### config.mk
export PLATFORM = sky130hd
export DESIGN_NAME = ycc422_rx
export DESIGN_NICKNAME = d
export VERILOG_FILES = /design/src/rtl/ycc_rx_pkg.sv /design/src/rtl/ycc_ddr_capture.sv /design/src/rtl/ycc_ilv_assembler.sv /design/src/rtl/ycc_trs_parser.sv /design/src/rtl/ycc422_rx.sv
export SDC_FILE = /design/constraint.sdc
export NUM_CORES = 1
export LEC_CHECK = 0
export ABC_CLOCK_PERIOD_IN_PS = 1720
export BUFFER_PORTS_ARGS = -buffer_cell sky130_fd_sc_hd__clkbuf_2
export CORE_MARGIN = 2
export CORE_UTILIZATION = 52
export CTS_CLUSTER_DIAMETER = 60
export DETAILED_ROUTE_END_ITERATION = 6
export PLACE_DENSITY_LB_ADDON = 0.15
export SLEW_MARGIN = 20
export SYNTH_ARGS = -nofsm -noshare
export SYNTH_HDL_FRONTEND = slang
export SYNTH_SLANG_ARGS = --single-unit
### constraint.sdc
create_clock -name clk -period 1.72 [get_ports clk]
set_input_delay 0.344 -clock clk [delete_from_list [all_inputs] [get_ports clk]]
set_output_delay 0.344 -clock clk [all_outputs]
set_load 0.03 [all_outputs]
### src/rtl/ycc_rx_pkg.sv
package ycc_rx_pkg;
  localparam int unsigned BUS_W    = 16;
  localparam int unsigned BYTE_W   = 8;
  localparam int unsigned SAMPLE_W = 10;
  localparam int unsigned PAD_W    = SAMPLE_W - BYTE_W;
  localparam int unsigned HIST_N   = 3;
  localparam int unsigned FLD_BIT  = SAMPLE_W - 2;
  localparam int unsigned VBL_BIT  = SAMPLE_W - 3;
  localparam int unsigned EAV_BIT  = SAMPLE_W - 4;

  typedef enum logic [2:0] {
    FMT_SDR16 = 3'b001,
    FMT_DDR   = 3'b010,
    FMT_ILV   = 3'b111
  } fmt_e;

  typedef logic [SAMPLE_W-1:0] smp_t;

  typedef struct packed {
    smp_t c;
    smp_t y;
  } pair_t;
endpackage

### src/rtl/ycc_ddr_capture.sv
module ycc_ddr_capture
  import ycc_rx_pkg::*;
(
  input  logic  clk,
  input  logic  rst_n,
  input  logic  luma_fall,
  input  smp_t  lane_w,
  output pair_t pair_o
);
  smp_t fall_q;
  smp_t rise_q;

  // falling-edge capture, consumed only in the rising domain
  always_ff @(negedge clk or negedge rst_n) begin
    if (!rst_n) fall_q <= '0;
    else        fall_q <= lane_w;
  end

  always_ff @(posedge clk or negedge rst_n) begin
    if (!rst_n) rise_q <= '0;
    else        rise_q <= lane_w;
  end

  // luma on falling edge: chroma came on the previous rising edge
  // luma on rising edge: chroma came on the falling edge just before
  always_comb begin
    if (luma_fall) begin
      pair_o.c = rise_q;
      pair_o.y = fall_q;
    end else begin
      pair_o.c = fall_q;
      pair_o.y = lane_w;
    end
  end
endmodule

### src/rtl/ycc_ilv_assembler.sv
module ycc_ilv_assembler
  import ycc_rx_pkg::*;
(
  input  logic  clk,
  input  logic  rst_n,
  input  logic  en,
  input  smp_t  word_i,
  input  smp_t  pre_i,
  output pair_t pair_o,
  output logic  emit_o
);
  smp_t hist_q [HIST_N];
  smp_t c_hold_q;
  logic slot_y_q;
  logic xy_hit;

  assign xy_hit = (hist_q[HIST_N-1] == pre_i) && (hist_q[1] == '0) && (hist_q[0] == '0);
  assign emit_o = en && slot_y_q;
  assign pair_o.c = c_hold_q;
  assign pair_o.y = word_i;

  generate
    for (genvar i = 0; i < HIST_N; i++) begin : g_hist
      always_ff @(posedge clk or negedge rst_n) begin
        if (!rst_n)  hist_q[i] <= '0;
        else if (en) hist_q[i] <= (i == 0) ? word_i : hist_q[(i == 0) ? 0 : i-1];
      end
    end
  endgenerate

  always_ff @(posedge clk or negedge rst_n) begin
    if (!rst_n) begin
      c_hold_q <= '0;
      slot_y_q <= 1'b0;
    end else if (en) begin
      if (!slot_y_q) c_hold_q <= word_i;
      slot_y_q <= xy_hit ? 1'b0 : !slot_y_q;
    end
  end

  // a pair needs two words, so emits never sit in adjacent cycles
  a_r5_no_back_to_back: assert property (@(posedge clk) disable iff (!rst_n)
    emit_o |=> !emit_o);
endmodule

### src/rtl/ycc_trs_parser.sv
module ycc_trs_parser
  import ycc_rx_pkg::*;
(
  input  logic  clk,
  input  logic  rst_n,
  input  logic  in_valid,
  input  pair_t pair_i,
  input  smp_t  pre_i,
  output logic  pix_valid,
  output smp_t  pix_y,
  output smp_t  pix_c,
  output logic  pix_cr,
  output logic  tr_valid,
  output logic  tr_field,
  output logic  tr_vblank,
  output logic  tr_eav
);
  logic lead_q;
  logic phase_q;
  logic is_lead;
  logic is_xy;

  assign is_lead = (pair_i.c == pre_i) && (pair_i.y == '0);
  assign is_xy   = lead_q && (pair_i.c == '0);

  always_ff @(posedge clk or negedge rst_n) begin
    if (!rst_n) begin
      lead_q    <= 1'b0;
      phase_q   <= 1'b0;
      pix_valid <= 1'b0;
      pix_y     <= '0;
      pix_c     <= '0;
      pix_cr    <= 1'b0;
      tr_valid  <= 1'b0;
      tr_field  <= 1'b0;
      tr_vblank <= 1'b0;
      tr_eav    <= 1'b0;
    end else begin
      pix_valid <= 1'b0;
      tr_valid  <= 1'b0;
      if (in_valid) begin
        lead_q <= !lead_q && is_lead;
        if (is_xy) begin
          tr_valid  <= 1'b1;
          tr_field  <= pair_i.y[FLD_BIT];
          tr_vblank <= pair_i.y[VBL_BIT];
          tr_eav    <= pair_i.y[EAV_BIT];
          if (!pair_i.y[EAV_BIT]) phase_q <= 1'b0;
        end else if (!(is_lead && !lead_q)) begin
          pix_valid <= 1'b1;
          pix_y     <= pair_i.y;
          pix_c     <= pair_i.c;
          pix_cr    <= phase_q;
          phase_q   <= !phase_q;
        end
      end
    end
  end

  // an input pair becomes either a pixel or part of a code, never both
  a_r6_exclusive: assert property (@(posedge clk) disable iff (!rst_n)
    !(pix_valid && tr_valid));
  // the second pair of a code is always preceded by a swallowed lead pair
  a_r7_single_pulse: assert property (@(posedge clk) disable iff (!rst_n)
    tr_valid |=> !tr_valid);
  // adjacent pixels alternate chroma phase
  a_r8_alternate: assert property (@(posedge clk) disable iff (!rst_n)
    (pix_valid && $past(pix_valid)) |-> (pix_cr != $past(pix_cr)));
  // a pixel right after a start-of-active code is Cb
  a_r8_sav_cb: assert property (@(posedge clk) disable iff (!rst_n)
    (pix_valid && $past(tr_valid) && !$past(tr_eav)) |-> !pix_cr);
endmodule

### src/rtl/ycc422_rx.sv
module ycc422_rx
  import ycc_rx_pkg::*;
(
  input  logic                clk,
  input  logic                rst_n,
  input  logic [2:0]          cfg_mode,
  input  logic [1:0]          cfg_luma_edge,
  input  logic                cfg_wide,
  input  logic [BUS_W-1:0]    pbus,
  input  logic                hs_in,
  input  logic                vs_in,
  output logic                pix_valid,
  output logic [SAMPLE_W-1:0] pix_y,
  output logic [SAMPLE_W-1:0] pix_c,
  output logic                pix_cr,
  output logic                tr_valid,
  output logic                tr_field,
  output logic                tr_vblank,
  output logic                tr_eav,
  output logic                hs_out,
  output logic                vs_out
);
  localparam int unsigned SYNC_N = 2;

  logic  is_sdr, is_ddr, is_ilv;
  smp_t  lane_w, pre_w;
  pair_t sdr_pair, ddr_pair, ilv_pair;
  logic  ilv_emit;
  logic  s1_valid;
  pair_t s1_pair;
  smp_t  s1_pre;
  logic [SYNC_N-1:0] sync_d, sync_q;

  assign is_sdr = (cfg_mode == FMT_SDR16);
  assign is_ddr = (cfg_mode == FMT_DDR);
  assign is_ilv = (cfg_mode == FMT_ILV);

  // shared-lane word: wide uses the top SAMPLE_W bits, narrow the top byte
  assign lane_w = cfg_wide ? pbus[BUS_W-1 -: SAMPLE_W]
                           : {pbus[BUS_W-1 -: BYTE_W], {PAD_W{1'b0}}};
  assign sdr_pair.y = {pbus[BUS_W-1 -: BYTE_W], {PAD_W{1'b0}}};
  assign sdr_pair.c = {pbus[BYTE_W-1:0], {PAD_W{1'b0}}};
  assign pre_w = (is_sdr || !cfg_wide) ? {{BYTE_W{1'b1}}, {PAD_W{1'b0}}} : '1;

  ycc_ddr_capture u_ddr (
    .clk       (clk),
    .rst_n     (rst_n),
    .luma_fall (cfg_luma_edge == 2'b11),
    .lane_w    (lane_w),
    .pair_o    (ddr_pair)
  );

  ycc_ilv_assembler u_ilv (
    .clk    (clk),
    .rst_n  (rst_n),
    .en     (is_ilv),
    .word_i (lane_w),
    .pre_i  (pre_w),
    .pair_o (ilv_pair),
    .emit_o (ilv_emit)
  );

  always_ff @(posedge clk or negedge rst_n) begin
    if (!rst_n) begin
      s1_valid <= 1'b0;
      s1_pair  <= '0;
      s1_pre   <= '0;
    end else begin
      s1_pre <= pre_w;
      if (is_sdr) begin
        s1_valid <= 1'b1;
        s1_pair  <= sdr_pair;
      end else if (is_ddr) begin
        s1_valid <= 1'b1;
        s1_pair  <= ddr_pair;
      end else if (is_ilv) begin
        s1_valid <= ilv_emit;
        s1_pair  <= ilv_pair;
      end else begin
        s1_valid <= 1'b0;
      end
    end
  end

  ycc_trs_parser u_parse (
    .clk       (clk),
    .rst_n     (rst_n),
    .in_valid  (s1_valid),
    .pair_i    (s1_pair),
    .pre_i     (s1_pre),
    .pix_valid (pix_valid),
    .pix_y     (pix_y),
    .pix_c     (pix_c),
    .pix_cr    (pix_cr),
    .tr_valid  (tr_valid),
    .tr_field  (tr_field),
    .tr_vblank (tr_vblank),
    .tr_eav    (tr_eav)
  );

  // sync path matches the two-stage pixel latency
  always_ff @(posedge clk or negedge rst_n) begin
    if (!rst_n) begin
      sync_d <= '0;
      sync_q <= '0;
    end else begin
      sync_d <= {vs_in, hs_in};
      sync_q <= is_ilv ? '0 : sync_d;
    end
  end
  assign hs_out = sync_q[0];
  assign vs_out = sync_q[1];

  // unsupported formats feed nothing into the parser
  a_r1_idle_mode: assert property (@(posedge clk) disable iff (!rst_n)
    !(is_sdr || is_ddr || is_ilv) |=> !s1_valid);
  // external syncs are silenced in interleaved mode
  a_r10_ilv_quiet: assert property (@(posedge clk) disable iff (!rst_n)
    $past(is_ilv) |-> (!hs_out && !vs_out));
endmodule

# After elaboration in Yosys (flattened, before gate mapping)
# Cells that the tools add are included.
# W data, S select, Z words.
# word_totals
reg_bits	117
inputBits	26
out_inout_bits	28
elab_cells	73
# op_classes
n_eq_ne	8
n_mux	19
bitwise_logic	3
reduce_logical	20
# op_table
operator	n
$mux W20	4
$logic_not A10 Y1	4
$eq A10 B10 Y1	2
$mux W1	12
$logic_and A1 B1 Y1	6
$mux W2	3
$reduce_and A3 Y1	2
$logic_not A1 Y1	4
$reduce_and A2 Y1	2
$eq A3 B1 Y1 const B	1
$eq A3 B2 Y1 const B	1
$eq A3 B3 Y1 const B	1
$not A1 Y1	3
$reduce_bool A3 Y1	1
$eq A2 B2 Y1 const B	1
$ne A2 B1 Y1 const B	1
$ne A2 B2 Y1 const B	1
$logic_or A1 B1 Y1	1

# Depth between registers and ports, before layout
# Gate-level depths: netlist of the first run.
# logic_depth
word_depth	7
ltp_mapped	8
mapped_depth_nobuf	5

# Modules after synthesis
# From an unflattened synthesis of the first run, not the netlist that was laid out.
# hier_totals
cells_unflattened	400
area_unflattened_um2	5333.9
# modules_own_cells
module	n_inst	cells_per_inst	area_per_inst_um2	seq_area_each_um2
ycc_ilv_assembler	1	121	1766.7	1026.0
ycc422_rx	1	148	1452.6	675.6
ycc_trs_parser	1	89	1291.2	700.7
ycc_ddr_capture	1	42	823.3	500.5

==> results of run 1 <==
==> kinds of logic (layout without fill, tap and decap cells) <==
group,Yosys count,count (layout),synth area share
AOI/OAI and AO/OA,55,55,0.0703
xor gates and xnor gates,1,1,0.00187
buffers and inverters,21,149,0.0250
DFF,116,116,0.618
muxes,80,80,0.194
other,1,1,0.000798
and+or+nand+nor,78,78,0.0900
==> worst max-delay path by stage <==
| stage | from | endpoint | slack [ns] | cells after the start |
|---|---|---|---|---|
| after floorplan | s1_pair[15] | u_parse.pix_c[2] | -0.11 | 6 |
| after global placement | s1_pair[3] | u_parse.pix_cr | -0.18 | 6 |
| after detailed placement | s1_pair[15] | u_parse.pix_c[9] | -0.23 | 6 |
| after CTS | s1_pair[15] | u_parse.pix_c[7] | -0.18 | 6 |
| after global routing | s1_pair[15] | u_parse.pix_c[7] | -0.26 | 6 |
| final | s1_pair[13] | u_parse.pix_c[7] | -0.18 | 7 |
==> flip-flops by register name, indices dropped and copies added (netlist names) <==
| name | flops |
|---|---|
| sync_d | 2 |
| s1_pre | 2 |
| u_ddr.fall_q | 10 |
| u_parse.tr_valid | 1 |
| sync_q | 2 |
| s1_pair | 20 |
| s1_valid | 1 |
| u_parse.lead_q | 1 |
| u_parse.tr_vblank | 1 |
| u_parse.tr_eav | 1 |
| u_parse.phase_q | 1 |
| u_parse.tr_field | 1 |
| u_parse.pix_cr | 1 |
| u_ilv.slot_y_q | 1 |
| u_ilv.c_hold_q | 10 |
| u_parse.pix_valid | 1 |
| u_ddr.rise_q | 10 |
| u_parse.pix_y | 10 |
| u_ilv.hist_q | 30 |
| u_parse.pix_c | 10 |
==> timing repair <==
item	4_1_cts	5_1_grt
pin swaps	1	1
endpoints found under the setup margin	22	27
cloned	0	0
endpoints found under the hold margin	15	0
hold buffers	3	0
gates resized for setup	4	2
buffers inserted	2	0
==> area by class of cell <==
cell class	instances	area share
Tap cell	108	0.0221
Sequential cell	116	0.474
Clock buffer	20	0.0711
Clock inverter	12	0.0216
Multi-Input combinational cell	215	0.283
Timing Repair Buffer	112	0.125
Inverter	5	0.00306
==> metrics by stage <==
step	util	area (µm²)
global placement	0.630	5490
CTS	0.702	6120
global route	0.703	6130
detailed placement	0.630	5490
finish	0.703	6130
floorplan	-	4730
==> cell usage after synthesis (all sizes together) <==
cell / n
dfrtn: 10
nor3b: 1
dfrtp: 106
xnor2: 1
nand4: 1
conb: 1
nor2: 11
or3: 2
nand4b: 1
and3: 3
o221ai: 8
nor3: 1
a221o: 1
a22o: 2
o21ai: 31
or2: 3
nand2b: 2
mux2: 58
nor2b: 2
and2: 3
inv: 5
clkbuf: 8
and4: 3
buf: 8
nor4: 8
a21oi: 8
nand3b: 1
nand2: 25
nand3: 10
nor4b: 1
a211oi: 5
mux2i: 22
==> report_power, final <==
| part | internal [µW] | switching, µW | total, µW |
|---|---|---|---|
| sequential | 3300 | 383 | 3680 |
| clock | 2090 | 1220 | 3310 |
| combinational | 840 | 864 | 1700 |
| total | 6230 | 2460 | 8690 |
==> cell usage in the layout, fill, tap and decap left out, types with 4 or more instances in the layout <==
master | Yosys | routed
sky130_fd_sc_hd__dfrtp_1 | 106 | 106
sky130_fd_sc_hd__clkinv_4 | 0 | 4
sky130_fd_sc_hd__o21ai_0 | 30 | 29
sky130_fd_sc_hd__dfrtn_1 | 10 | 10
sky130_fd_sc_hd__nor2_1 | 10 | 10
sky130_fd_sc_hd__o221ai_1 | 8 | 8
sky130_fd_sc_hd__clkbuf_2 | 0 | 52
sky130_fd_sc_hd__mux2_2 | 48 | 39
sky130_fd_sc_hd__a211oi_1 | 5 | 5
sky130_fd_sc_hd__nand3_1 | 10 | 10
sky130_fd_sc_hd__inv_1 | 5 | 5
sky130_fd_sc_hd__nor4_1 | 8 | 6
sky130_fd_sc_hd__nand2_1 | 24 | 23
sky130_fd_sc_hd__buf_4 | 2 | 53
sky130_fd_sc_hd__mux2i_1 | 22 | 22
sky130_fd_sc_hd__clkbuf_16 | 0 | 16
sky130_fd_sc_hd__mux2_4 | 10 | 19
sky130_fd_sc_hd__buf_12 | 1 | 4
sky130_fd_sc_hd__a21oi_1 | 8 | 8
==> metal layers <==
metal | global-route usage | wire length, µm | part of all wire | up-vias
li1 | - | - | - | 1504
met1 | 0.300 | 4530 | 0.43 | 1601
met2 | 0.376 | 5280 | 0.50 | 97
met3 | 0.0504 | 402 | 0.038 | 24
met4 | 0.116 | 291 | 0.028 | 0
met5 | 0 | 0 | 0 | -
==> worst register-to-register path: stages (launching register included) <==
cell and delay [ns]:
sky130_fd_sc_hd__dfrtp_1 0.40, sky130_fd_sc_hd__buf_4 0.15, sky130_fd_sc_hd__and4_1 0.19, sky130_fd_sc_hd__nand3_1 0.09, sky130_fd_sc_hd__a221o_1 0.38, sky130_fd_sc_hd__nand2_4 0.12, sky130_fd_sc_hd__buf_12 0.15, sky130_fd_sc_hd__mux2_4 0.31
==> reports/metrics.sh, run 1 <==
DRT_PRE_ANTENNA_ITERS=5
MIN-DELAY-PATH-CLASS='input port to flop'
FLOORPLAN.DIE.HEIGHT_UM=99.0
CP_CELL_SEQUENCE='buf_4 > and4_1 > nand3_1 > a221o_1 > nand2_4 > buf_12 > mux2_4'
NUM_ROWS=34
NUM-NETS-FINAL=493
WORST_HOLD_MARGIN_NS=0.0203
TIMING_WORST_SLEW_PIN_VALUE_NS=0.645
PLACE.DETAILED.HPWL_MM=7.38
CP_DATA_ARRIVAL_TIME_NS=2.30
DETAIL_ROUTE.DRC_VIOLATIONS=0
WORST-SETUP-PATH-TYPE='flop to flop'
CPLARGESTDELAYFAMILY='flip-flops'
WORSTREGTOREGCELLS=7
TOTAL_POWER_DENSITY_PER_CELL_AREA_mW_PER_MM2=1420
GLOBAL_ROUTE_WIRE_LENGTH_BEFORE_REPAIR_MM=17.2
REG2REG_TO='u_parse.pix_c[7]'
SYNTH.YOSYS.WARNINGS=0
FIN_SKEW_NS=0.0712
FIN_CELLS=588
WORST-ENDPOINT-REQUIRED_NS=2.11
POWER.TOTAL_uW=8690
SYNTH.AVG_CELL_AREA_UM2=13.3
RSZ0062_AT_GRT='yes'
POST-ROUTE-WORST-SETUP-SLACK_NS=-0.184
SETUP_VIOL=23
CLOCK_TREE_FROM_TRITONCTS='done'
END_KIND='flop'
CLOCKBUFFERDEPTH=2
DRT-INITIAL-DRC-COUNT=179
TOTALNEGATIVESETUPSLACK_NS=-3.48
CRITICAL_PATH.MAX_FANOUT=11
GRT_START_MAX_NET_PINS=53
VIA_COUNT_OF_THE_FIRST_GLOBAL_ROUTING_PASS=3391
NUM_VIAS=3226
GLOBAL_ROUTE.USAGE.TOTAL=0.233
INITIAL_UTILIZATION=0.539
DETAIL_ROUTED_NET_LENGTH_PER_STANDARD_CELL_UM=17.9
SYNTH_SEQ_AREA_SHARE=0.618
CLK_PIN_SLEW_WORST_PATHS_NS=0.06
WORST_VDD_IR_mV=0.782
POSTSYNTHNETCOUNT=378
WORST_HOLD_ENDPOINT='u_ddr.rise_q[6]'
TIMING_HOLD_VIOLATIONS_FINAL=0
R2R_SLACK_NS=-0.18
TOP_LEVEL_PORTS=54
POSTROUTEWIRELENGTH_MM=10.5
VIA_PER_INST=5.49
YS_TYPES=41
WHS_PATH_DEPTH=1
FINAL_LAYOUT_SIZE_SUFFIX_GT1_FRAC=0.425
SYN2LAYOUT_AREA_GROWTH_PCT=30.4
DIE-AREA_MM2=0.00981
SLEW_VIOL_FINAL=0
SYN_AREA_MM2=0.00470
GLOBALPLACE.CONGESTION=0.882
REGTOREGSTARTPOINT='s1_pair[13]'
NATURE_OF_THE_CRITICAL_PATH_STARTPOINT='flop'
WORST_SKEW_PAIR.LATE_LATENCY_NS=0.51
ANTENNA_FOUND_INITIAL=0
NETLIST_TOP_CELLS_AREA='sky130_fd_sc_hd__dfrtp_1, sky130_fd_sc_hd__mux2_2, sky130_fd_sc_hd__dfrtn_1, sky130_fd_sc_hd__mux2i_1, sky130_fd_sc_hd__mux2_4'
YOSYS.AREA.TOP_TYPE_SHARE=0.565
CTS_INSERTED_BUFFERS=17
PATH_BUF_INV=2
TIMING.MAX_SLEW.REL_SLACK=0.570
DETAIL-ROUTE-ANTENNA-NETS=0
CTS.HTREE.LEVELS=4
MAX_STAGE_DELAY_NS=0.40
CTS_NUM_SINKS=116
RESULT_OF_THE_RUN='finished with violations'
DIE-WIDTH_UM=99.0
CTSROOTBUFFERMASTER='sky130_fd_sc_hd__clkbuf_8'
SYNTHESIZED_INSTANCE_COUNT=352
LAYOUT.FILLER_CELLS=614
HP_START='pbus[12]'
IO_BUFFER_COUNT=53
VIOLATED_CHECKS='negative setup slack'
FINAL.MIN_CLOCK_PERIOD_NS=1.90
FINAL_MIN_PERIOD_OVER_CLOCK_PERIOD=1.11
MULTIINPUTGATEAREA_MM2=0.00173
ANTENNA_CELLS=0
SYNTH_AREA_LEADER='sky130_fd_sc_hd__dfrtp_1'
MAX_FCLK_MHz=525
CAP_VIOL_MAX_COUNT=0
FP.COREAREA_MM2=0.00872
DETAILEDPLACE.WORSTSLACK_NS=-0.231
AREA.SEQUENTIAL_MM2=0.00290
SYNTH-SEQ-CELLS=116
CRITICAL_PATH_CELL_WITH_THE_HIGHEST_STAGE_DELAY='sky130_fd_sc_hd__dfrtp_1'
POWER_LEAKAGE_uW=0.00296
GR-TOTAL-OVERFLOW=0
PLACE_INST=551
(Power assumes the default switching activity.)
==> inputs of run 2 (changes only) <==
--- a/config.mk
+++ b/config.mk
@@ -12,7 +12,7 @@
 export CTS_CLUSTER_DIAMETER = 60
 export DETAILED_ROUTE_END_ITERATION = 6
 export PLACE_DENSITY_LB_ADDON = 0.15
-export SLEW_MARGIN = 20
 export SYNTH_ARGS = -nofsm -noshare
 export SYNTH_HDL_FRONTEND = slang
 export SYNTH_SLANG_ARGS = --single-unit
+export TNS_END_PERCENT = 20
==> run 2 against run 1 <==
The run still ends with negative setup slack left. Flip-flop and latch count unchanged. First-iteration DRC count decreased by 3.9%. Sequential share of layout area unchanged. Non-clock buffer count unchanged. Design area unchanged. Setup slack improved by 0.0058 ns. Fmax increased by 0.30%. Clock skew about the same. Via count increased by 0.22%. Highest routed layer unchanged.
==> reports/metrics.sh, run 2 (synthesis gave the netlist of run 1 again) <==
REGISTERS.TOP_BY_FF_COUNT='u_ilv.hist_q'
GLOBALPLACE.CONGESTION=0.882
VIA_COUNT_OF_THE_FIRST_GLOBAL_ROUTING_PASS=3391
FLIP_FLOP_COUNT_OF_THE_LARGEST_REGISTER_ALL_COPIES_AND_WORDS_ADDED=30
TIMING_HOLD_VIOLATIONS_FINAL=0
DPL_CELL_AREA_MM2=0.00549
LARGEST_REGISTERS_IN_THE_FINAL_LAYOUT='u_ilv.hist_q (30), s1_pair (20)'
NUM_VIAS=3233
DIE-WIDTH_UM=99.0
CRITICAL_PATH.MAX_FANOUT=11
TOTALNEGATIVESETUPSLACK_NS=-3.35
FINAL.MIN_CLOCK_PERIOD_NS=1.90
TOP_LEVEL_PORTS=54
NUM-NETS-FINAL=493
MAX_FCLK_MHz=527
PLACE.DETAILED.HPWL_MM=7.38
MIN-DELAY-PATH-CLASS='input port to flop'
CAP_VIOL_MAX_COUNT=0
NATURE_OF_THE_CRITICAL_PATH_STARTPOINT='flop'
FP.COREAREA_MM2=0.00872
DETAIL_ROUTED_NET_LENGTH_PER_STANDARD_CELL_UM=17.9
FINAL_LAYOUT_SIZE_SUFFIX_GT1_FRAC=0.425
CP_DATA_ARRIVAL_TIME_NS=2.29
GLOBAL_ROUTE_WIRE_LENGTH_BEFORE_REPAIR_MM=17.2
LAYOUT.FILLER_CELLS=614
CLOCKBUFFERDEPTH=2
CTS.HTREE.LEVELS=4
POST-ROUTE-WORST-SETUP-SLACK_NS=-0.178
WORST_VDD_IR_mV=0.782
TOTAL_POWER_DENSITY_PER_CELL_AREA_mW_PER_MM2=1420
ANTENNA_CELLS=0
FINAL_CELL_MIX='sky130_fd_sc_hd__dfrtp_1, sky130_fd_sc_hd__buf_4, sky130_fd_sc_hd__clkbuf_2, sky130_fd_sc_hd__mux2_2, sky130_fd_sc_hd__o21ai_0'
SYN2LAYOUT_AREA_GROWTH_PCT=30.4
FIN_SKEW_NS=0.0710
WORST-ENDPOINT-REQUIRED_NS=2.11
DIE-AREA_MM2=0.00981
TIMING.MAX_SLEW.REL_SLACK=0.566
ANTENNA_FOUND_INITIAL=0
GRT_START_MAX_NET_PINS=53
POSTROUTEWIRELENGTH_MM=10.5
DETAIL-ROUTE-ANTENNA-NETS=0
DETAILEDPLACE.WORSTSLACK_NS=-0.231
WORST_SKEW_PAIR.LATE_LATENCY_NS=0.52
DRT-INITIAL-DRC-COUNT=172
GR-TOTAL-OVERFLOW=0
INITIAL_UTILIZATION=0.539
SLEW_VIOL_FINAL=0
RESULT_OF_THE_RUN='finished with violations'
FINAL_COMMON_CELL='sky130_fd_sc_hd__dfrtp_1'
WORST-SETUP-PATH-TYPE='flop to flop'
CLK_PIN_SLEW_WORST_PATHS_NS=0.06
END_KIND='flop'
TIMING_WORST_SLEW_PIN_VALUE_NS=0.651
FINAL_MIN_PERIOD_OVER_CLOCK_PERIOD=1.10
GLOBAL_ROUTE.USAGE.TOTAL=0.233
DETAIL_ROUTE.DRC_VIOLATIONS=0
NUM_ROWS=34
POWER_LEAKAGE_uW=0.00296
CTS_INSERTED_BUFFERS=17
SETUP_VIOL=22
DRT_PRE_ANTENNA_ITERS=5
CTSROOTBUFFERMASTER='sky130_fd_sc_hd__clkbuf_8'
IO_BUFFER_COUNT=53
RSZ0062_AT_GRT='yes'
VIOLATED_CHECKS='negative setup slack'
STDCELL_AREA_MM2=0.00613
CTS_NUM_SINKS=116
FLOORPLAN.DIE.HEIGHT_UM=99.0
WORST_HOLD_MARGIN_NS=0.0214
CLOCK_TREE_FROM_TRITONCTS='done'
VIA_PER_INST=5.50
==> run 2: through the flow <==
| stage | utilization | power [µW] | cells |
|---|---|---|---|
| detailed placement | 0.630 | 5370 | 551 |
| floorplan | - | 4670 | 352 |
| CTS | 0.702 | 8750 | 588 |
| global placement | 0.630 | 5310 | 551 |
| global route | 0.703 | 9060 | 588 |
| finish | 0.703 | 8690 | 588 |
==> run 2: routing by layer <==
metal / wire length (µm) / vias up / track usage
met5: 0 / - / 0
met4: 240 / 0 / 0.116
met3: 411 / 19 / 0.0504
met2: 5330 / 91 / 0.376
met1: 4550 / 1616 / 0.300
li1: - / 1507 / -
==> run 2: repair_timing <==
action,4_1_cts,5_1_grt
hold buffers,3,0
gates cloned,0,0
resized for setup,4,2
setup endpoints to repair,22,27
buffers inserted,2,0
pin swaps,1,1
hold endpoints to repair,15,0
==> run 2: worst max-delay path, stage by stage (launching register included) <==
cell and delay [ns]:
sky130_fd_sc_hd__dfrtp_1 0.40, sky130_fd_sc_hd__buf_4 0.15, sky130_fd_sc_hd__and4_1 0.19, sky130_fd_sc_hd__nand3_1 0.09, sky130_fd_sc_hd__a221o_1 0.38, sky130_fd_sc_hd__nand2_4 0.12
sky130_fd_sc_hd__buf_12 0.15, sky130_fd_sc_hd__mux2_4 0.31
==> run 2: final cells by class <==
class | instances | area, µm² | share of cell area
sequential | 116 | 2900 | 0.474
multi-input combinational | 215 | 1730 | 0.283
timing repair buffer | 112 | 768 | 0.125
clock buffer | 20 | 435 | 0.0711
tap | 108 | 135 | 0.0221
clock inverter | 12 | 133 | 0.0216
inverter | 5 | 18.8 | 0.00306
==> run 2: power by group <==
part | internal [µW] | switching, µW | leakage (µW)
Combinational | 840 | 864 | 0.00128
Clock | 2090 | 1220 | 0.000271
Sequential | 3300 | 383 | 0.00141
Total | 6230 | 2460 | 0.00296
==> run 2: path summary, 6_finish.rpt <==
path	cells past startpoint	endpoint	slack, ns	startpoint
worst max-delay path	7	u_parse.pix_c[7]	-0.18	s1_pair[13]
worst min-delay path	1	u_ddr.rise_q[6]	0.02	pbus[12]
worst max register to register	7	u_parse.pix_c[7]	-0.18	s1_pair[13]
worst min register to register	1	sync_q[1]	0.46	sync_d[1]
max in group asynchronous	2	u_ddr.fall_q[4]	0.32	rst_n
min in group asynchronous	2	s1_pair[1]	0.29	rst_n
